## config.mk

```make
export PLATFORM = sky130hd
export DESIGN_NAME = nand_erase_responder
export DESIGN_NICKNAME = d
export VERILOG_FILES = /design/src/rtl/nand_resp_pkg.sv /design/src/rtl/nand_resp_ctrl.sv /design/src/rtl/nand_resp_dp.sv /design/src/rtl/nand_erase_responder.sv
export SDC_FILE = /design/constraint.sdc
export NUM_CORES = 1
export LEC_CHECK = 0
export BUFFER_PORTS_ARGS = -buffer_cell sky130_fd_sc_hd__buf_2
export CAP_MARGIN = 20
export CORE_MARGIN = 2
export CORE_UTILIZATION = 50
export CTS_BUF_LIST = sky130_fd_sc_hd__clkbuf_4
export DETAILED_ROUTE_END_ITERATION = 8
export MAX_ROUTING_LAYER = met4
export PLACE_DENSITY_LB_ADDON = 0.15
export SYNTH_ARGS = -nofsm -noshare
export SYNTH_HDL_FRONTEND = slang
export SYNTH_SLANG_ARGS = --single-unit
```

## constraint.sdc

```tcl
create_clock -name clk -period 5.85 [get_ports clk]
set_clock_uncertainty 0.05 [all_clocks]
set_input_delay 0.8775 -clock clk [delete_from_list [all_inputs] [get_ports clk]]
set_output_delay 0.8775 -clock clk [all_outputs]
set_load 0.01 [all_outputs]
```

## src/rtl/nand_resp_pkg.sv

```systemverilog
package nand_resp_pkg;

  localparam logic [7:0] CMD_ERASE_SETUP = 8'h60;
  localparam logic [7:0] CMD_ERASE_GO    = 8'hD0;
  localparam logic [7:0] CMD_STATUS      = 8'h70;
  localparam logic [7:0] CMD_RESET       = 8'hFF;

  typedef enum logic [2:0] {
    ST_IDLE,
    ST_ARMED,
    ST_ADDRFULL,
    ST_ERASING,
    ST_RSTBUSY
  } ctlState_t;

  // strobes from control to datapath, valid for the current edge
  typedef struct packed {
    logic       addrClr;
    logic       addrCap;
    logic [1:0] addrIdx;
    logic       eraseLaunch;
    logic       eraseDone;
    logic       abortMark;
    logic       statClr;
  } ctlStrobe_t;

endpackage

```

## src/rtl/nand_resp_ctrl.sv

```systemverilog
module nand_resp_ctrl
  import nand_resp_pkg::*;
#(
  parameter int ADDR_CYC      = 3,
  parameter int ERASE_CYC     = 40,
  parameter int RST_IDLE_CYC  = 4,
  parameter int RST_ABORT_CYC = 12
) (
  input  logic       clk,
  input  logic       rstN,
  input  logic       cmdLatch,
  input  logic       addrLatch,
  input  logic       writeStrobe,
  input  logic [7:0] dataIn,
  output ctlStrobe_t strobe,
  output logic       ready,
  output logic       statusMode
);

  localparam int MAX_A = (ERASE_CYC > RST_IDLE_CYC) ? ERASE_CYC : RST_IDLE_CYC;
  localparam int MAX_CYC = (MAX_A > RST_ABORT_CYC) ? MAX_A : RST_ABORT_CYC;
  localparam int CNT_W = $clog2(MAX_CYC + 1);
  localparam logic [CNT_W-1:0] ERASE_LOAD = CNT_W'(ERASE_CYC - 1);
  localparam logic [CNT_W-1:0] IDLE_LOAD  = CNT_W'(RST_IDLE_CYC - 1);
  localparam logic [CNT_W-1:0] ABORT_LOAD = CNT_W'(RST_ABORT_CYC - 1);
  localparam logic [1:0] LAST_ADDR = 2'(ADDR_CYC - 1);

  ctlState_t        state, stateNxt;
  logic [CNT_W-1:0] busyCnt, busyCntNxt;
  logic [1:0]       addrCnt, addrCntNxt;
  logic             resetSt, resetStNxt;
  logic             statusModeNxt;
  logic             cmdStb, addrStb, busyNow;

  assign cmdStb  = writeStrobe && cmdLatch && !addrLatch;
  assign addrStb = writeStrobe && addrLatch && !cmdLatch;
  assign busyNow = (state == ST_ERASING) || (state == ST_RSTBUSY);

  always_comb begin
    stateNxt      = state;
    busyCntNxt    = busyCnt;
    addrCntNxt    = addrCnt;
    resetStNxt    = resetSt;
    statusModeNxt = statusMode;
    strobe        = '0;

    // busy timer
    if (busyNow) begin
      if (busyCnt == '0) begin
        stateNxt = ST_IDLE;
        if (state == ST_ERASING) strobe.eraseDone = 1'b1;
      end else begin
        busyCntNxt = busyCnt - 1'b1;
      end
    end

    if (cmdStb) begin
      case (dataIn)
        CMD_RESET: begin
          if (!resetSt) begin
            stateNxt         = ST_RSTBUSY;
            busyCntNxt       = (state == ST_ERASING) ? ABORT_LOAD : IDLE_LOAD;
            strobe.eraseDone = 1'b0;
            strobe.abortMark = (state == ST_ERASING);
            strobe.statClr   = (state != ST_ERASING);
            statusModeNxt    = 1'b0;
            resetStNxt       = 1'b1;
            addrCntNxt       = '0;
          end
        end
        CMD_STATUS: statusModeNxt = 1'b1;
        CMD_ERASE_SETUP: begin
          if (!busyNow) begin
            stateNxt       = ST_ARMED;
            addrCntNxt     = '0;
            strobe.addrClr = 1'b1;
            statusModeNxt  = 1'b0;
            resetStNxt     = 1'b0;
          end
        end
        CMD_ERASE_GO: begin
          if (state == ST_ADDRFULL) begin
            stateNxt           = ST_ERASING;
            busyCntNxt         = ERASE_LOAD;
            strobe.eraseLaunch = 1'b1;
            statusModeNxt      = 1'b0;
          end
        end
        default: begin
          if (!busyNow) begin
            statusModeNxt = 1'b0;
            stateNxt      = ST_IDLE;
          end
        end
      endcase
    end else if (addrStb && state == ST_ARMED) begin
      strobe.addrCap = 1'b1;
      strobe.addrIdx = addrCnt;
      addrCntNxt     = addrCnt + 1'b1;
      if (addrCnt == LAST_ADDR) stateNxt = ST_ADDRFULL;
    end
  end

  always_ff @(posedge clk) begin
    if (!rstN) begin
      state      <= ST_IDLE;
      busyCnt    <= '0;
      addrCnt    <= '0;
      resetSt    <= 1'b1;
      statusMode <= 1'b0;
      ready      <= 1'b1;
    end else begin
      state      <= stateNxt;
      busyCnt    <= busyCntNxt;
      addrCnt    <= addrCntNxt;
      resetSt    <= resetStNxt;
      statusMode <= statusModeNxt;
      ready      <= !((stateNxt == ST_ERASING) || (stateNxt == ST_RSTBUSY));
    end
  end

endmodule

```

## src/rtl/nand_resp_dp.sv

```systemverilog
module nand_resp_dp
  import nand_resp_pkg::*;
#(
  parameter int ROW_W = 18,
  parameter int BLK_W = 13
) (
  input  logic             clk,
  input  logic             rstN,
  input  ctlStrobe_t       strobe,
  input  logic [7:0]       dataIn,
  input  logic             eraseFault,
  input  logic             ready,
  input  logic             statusMode,
  output logic [7:0]       dataOut,
  output logic             dataOe,
  output logic             eraseGo,
  output logic [BLK_W-1:0] eraseBlock
);

  localparam int DROP_W = ROW_W - BLK_W;

  logic [ROW_W-1:0] rowReg;
  logic             failBit, abortBit;

  always_ff @(posedge clk) begin
    if (!rstN) begin
      rowReg <= '0;
    end else if (strobe.addrClr) begin
      rowReg <= '0;
    end else if (strobe.addrCap) begin
      for (int b = 0; b < ROW_W; b++) begin
        if (int'(strobe.addrIdx) == b / 8) rowReg[b] <= dataIn[b % 8];
      end
    end
  end

  always_ff @(posedge clk) begin
    if (!rstN) begin
      eraseGo    <= 1'b0;
      eraseBlock <= '0;
    end else begin
      eraseGo <= strobe.eraseLaunch;
      if (strobe.eraseLaunch) eraseBlock <= rowReg[ROW_W-1:DROP_W];
    end
  end

  always_ff @(posedge clk) begin
    if (!rstN) begin
      failBit  <= 1'b0;
      abortBit <= 1'b0;
    end else if (strobe.abortMark) begin
      failBit  <= 1'b0;
      abortBit <= 1'b1;
    end else if (strobe.statClr) begin
      failBit  <= 1'b0;
      abortBit <= 1'b0;
    end else if (strobe.eraseDone) begin
      failBit  <= eraseFault;
      abortBit <= 1'b0;
    end
  end

  assign dataOe  = statusMode;
  assign dataOut = statusMode ? {1'b0, ready, 4'b0000, abortBit, failBit} : 8'h00;

endmodule

```

## src/rtl/nand_erase_responder.sv

```systemverilog
module nand_erase_responder
  import nand_resp_pkg::*;
#(
  parameter bit LARGE         = 1'b1,
  parameter int ERASE_CYC     = 40,
  parameter int RST_IDLE_CYC  = 4,
  parameter int RST_ABORT_CYC = 12,
  localparam int ADDR_CYC     = LARGE ? 3 : 2,
  localparam int ROW_W        = LARGE ? 18 : 16,
  localparam int BLK_W        = ROW_W - 5
) (
  input  logic             clk,
  input  logic             rstN,
  input  logic             cmdLatch,
  input  logic             addrLatch,
  input  logic             writeStrobe,
  input  logic [7:0]       dataIn,
  input  logic             eraseFault,
  output logic             readyBusy,
  output logic [7:0]       dataOut,
  output logic             dataOe,
  output logic             eraseGo,
  output logic [BLK_W-1:0] eraseBlock
);

  ctlStrobe_t ctlStb;
  logic       statusMode;

  nand_resp_ctrl #(
    .ADDR_CYC(ADDR_CYC), .ERASE_CYC(ERASE_CYC),
    .RST_IDLE_CYC(RST_IDLE_CYC), .RST_ABORT_CYC(RST_ABORT_CYC)
  ) i_ctrl (
    .clk(clk), .rstN(rstN), .cmdLatch(cmdLatch), .addrLatch(addrLatch),
    .writeStrobe(writeStrobe), .dataIn(dataIn), .strobe(ctlStb),
    .ready(readyBusy), .statusMode(statusMode)
  );

  nand_resp_dp #(.ROW_W(ROW_W), .BLK_W(BLK_W)) i_dp (
    .clk(clk), .rstN(rstN), .strobe(ctlStb), .dataIn(dataIn),
    .eraseFault(eraseFault), .ready(readyBusy), .statusMode(statusMode),
    .dataOut(dataOut), .dataOe(dataOe), .eraseGo(eraseGo), .eraseBlock(eraseBlock)
  );

endmodule

```

==> results.sh <==
export IMPL_finalCriticalPeriod_ns=2.497
export IMPL_synthXorXnorAreaFrac_pct=1.266
export IMPL_final_cell_area_um2=2316
export IMPL_worst_pin_slew_ns=0.8007
export IMPL_routed_via_density=5.389
export IMPL_clockBufferDepth=2
export IMPL_synth_ff_type="dfxtp_1"
export IMPL_synth_edf_count=0
export IMPL_cts_resized_gates=0
export IMPL_vias=1773
export IMPL_max_freq_mhz=400.5
export IMPL_synth_area_per_cell_um2=8.404
export IMPL_outcome="finished clean"
export IMPL_cp_end_kind="register"
export IMPL_p_per_area_nw_per_um2=218.1
export IMPL_seq_area_frac_synth_pct=41.47
export IMPL_dieArea_um2=4683
export IMPL_gr_usage_all_layers_pct=20.83
export IMPL_wl_per_cell_um=13.23
export IMPL_ir_worst_vdd_v=0.0001094
export IMPL_diodes=0
export IMPL_yosysTopAreaCellShare_pct=41.47
export IMPL_grt_start_max_net_pins=25
export IMPL_synthAdderAreaFrac_pct=1.808
export IMPL_clk_pin_slew_worst_paths_ns=0.13
export IMPL_grt_pass1_vias=1514
export IMPL_cts_hold_buf=0
export IMPL_relSlewSlack_pct=46.56
export IMPL_antenna_found_initial=0
export IMPL_synth_simple_gate_area_share_pct=29.60
export IMPL_cp_arrival_ns=2.73
export IMPL_clk_latency_ns=0.35
export IMPL_min_period_over_period_pct=42.68
export IMPL_synth_top_area_cell="dfxtp_1"
export IMPL_grt_pass1_wl_mm=7.155
export IMPL_place_area_um2=2235
export IMPL_required_ns=6.08
export IMPL_setup_violations=0
export IMPL_cts_tree="done"
export IMPL_synth_top_family_by_area="simple AND/OR/NAND/NOR gates"
export IMPL_area_growth_pct=11.57
export IMPL_rows=23
export IMPL_htreeDepth=2
export IMPL_yosysWarnings=0
export IMPL_ys_seq_elements=43
export IMPL_rsz0062_at_grt="false"
export IMPL_ys_top_cells_by_area="dfxtp_1 (41%), nand2_1 (7.6%), a21oi_1 (7.0%)"
export IMPL_initial_core_util_pct=51.89
export IMPL_path_class="primary input to register"
export IMPL_muxShareOfSynthArea_pct=6.811
export IMPL_drtPass1Iterations=4
export IMPL_synth_compound_area_share_pct=13.80
export IMPL_leakagePower_uw=0.0009770
export IMPL_synth_area_um2=2076
export IMPL_overflow=0
export IMPL_cp_max_fo=13
export IMPL_syn_instance_count=247
export IMPL_hold_path_class="register to register"
export IMPL_critPathLaunchType="primary input"
export IMPL_core_um2=4000
export IMPL_fin_setup_tns_ns=0
export IMPL_clkSinkCount=43
export IMPL_die_x_um=68.43
export IMPL_routed_wl_mm=4.353
export IMPL_synthTopCellsByCount="dfxtp_1 (43), nand2_1 (42), a21oi_1 (29)"
export IMPL_numCtsBuffers=5
export IMPL_ys_types=47
export IMPL_antenna_left=0
export IMPL_max_cap_violations=0
export IMPL_async_flop_share_pct=0
export IMPL_io_buffers=32
export IMPL_post_cts_buffers=0
export IMPL_drt_iter0_drc=86
export IMPL_die_y_um=68.43
export IMPL_layout_nets=295
export IMPL_gp_congestion=0.9203
export IMPL_hold_viol_final=0
export IMPL_hpwl_mm=3.186
export IMPL_cts_root_buffer="clkbuf_4"
export IMPL_yosysMostFrequentCell="dfxtp_1"
export IMPL_pin_count=38
export IMPL_drv_slew=0
export IMPL_remaining_drc_errors=0
export IMPL_drive_gt1_share_pct=18.64
cell type report:
class                           count  area [um^2]
Fill cell                         389         1684
Multi-Input combinational cell    189         1125
Sequential cell                    43        860.8
Timing Repair Buffer               32        160.2
Tap cell                           50        62.56
Clock inverter                      3        43.79
Clock buffer                        5        37.54
Inverter                            7        26.28
cells in the final DEF, fill, tap and decap left out, types with 6 or more instances in the layout:
master	netlist	final
dfxtp_1	43	43
buf_2	3	32
nor3_1	7	7
nor2_1	28	28
inv_1	7	7
mux2i_1	13	13
nand2_1	42	42
a21oi_1	29	29
nor4_1	6	6
stage by stage:
stage / hold slack (ns) / worst slack, ns / std cells / power, uW / utilization, %
5_1_grt: 0.4228 / 3.234 / 329 / 526.0 / 57.90
3_5_place_dp: 0.3930 / 2.973 / 321 / 324.5 / 55.86
2_1_floorplan: 0.3812 / 3.314 / 251 / 315.7 / -
6_report: 0.4094 / 3.353 / 329 / 505.2 / 57.90
3_3_place_gp: 0.3897 / 3.006 / 321 / 324.4 / 55.86
4_1_cts: 0.4106 / 3.365 / 329 / 511.4 / 57.90
per-layer routing:
metal  wire length (um)  track usage (%)  vias to the layer above  share of wire (%)
li1                   -                -                      909                  -
met1               2186            28.67                      822                 50
met2               1961            31.37                       38                 45
met3                171            4.934                        4                3.9
met4                 33            3.750                        0               0.76
met5                  0                -                        -                  0
sequential cells by signal (all words and copies together) (netlist names), 2 cells and up:
signal	cells
i_dp.eraseBlock	13
i_dp.rowReg	13
i_ctrl.addrCnt	2
i_ctrl.state	3
i_ctrl.busyCnt	6
power by group:
| part | switching [uW] | internal [uW] | total [uW] |
|---|---|---|---|
| combinational | 18.6 | 6.76 | 25.4 |
| sequential | 0.0101 | 293 | 293 |
| clock | 97.0 | 90.0 | 187 |
| total | 116 | 390 | 505 |
critical path, cell delays in order:
cell and delay [ns]:
buf_2 0.12, or4_4 0.63, nor4b_4 0.35, and2_1 0.48, nand2_1 0.12, a21oi_1 0.14
cells by family (layout without fill, tap and decap cells):
group	Yosys count	in the layout
xor+xnor	3	3
compound gates	48	48
simple gates	116	116
mux	14	14
other cells	1	5
buf+inv	19	47
flops	43	43
fa+ha+maj	3	3
final timing paths:
kind | start | to | slack (ns) | cells past startpoint
max | dataIn[0] | i_dp.eraseBlock[1]$_SDFFE_PN0P_ | 3.35 | 6
min | i_dp.eraseBlock[9]$_SDFFE_PN0P_ | i_dp.eraseBlock[9]$_SDFFE_PN0P_ | 0.41 | 2
max reg2reg | i_ctrl.state[2]$_SDFF_PN0_ | i_dp.rowReg[15]$_SDFFE_PP0P_ | 3.65 | 5
min reg2reg | i_dp.eraseBlock[9]$_SDFFE_PN0P_ | i_dp.eraseBlock[9]$_SDFFE_PN0P_ | 0.41 | 2
Note: power is estimated with default switching activity, not from simulation.
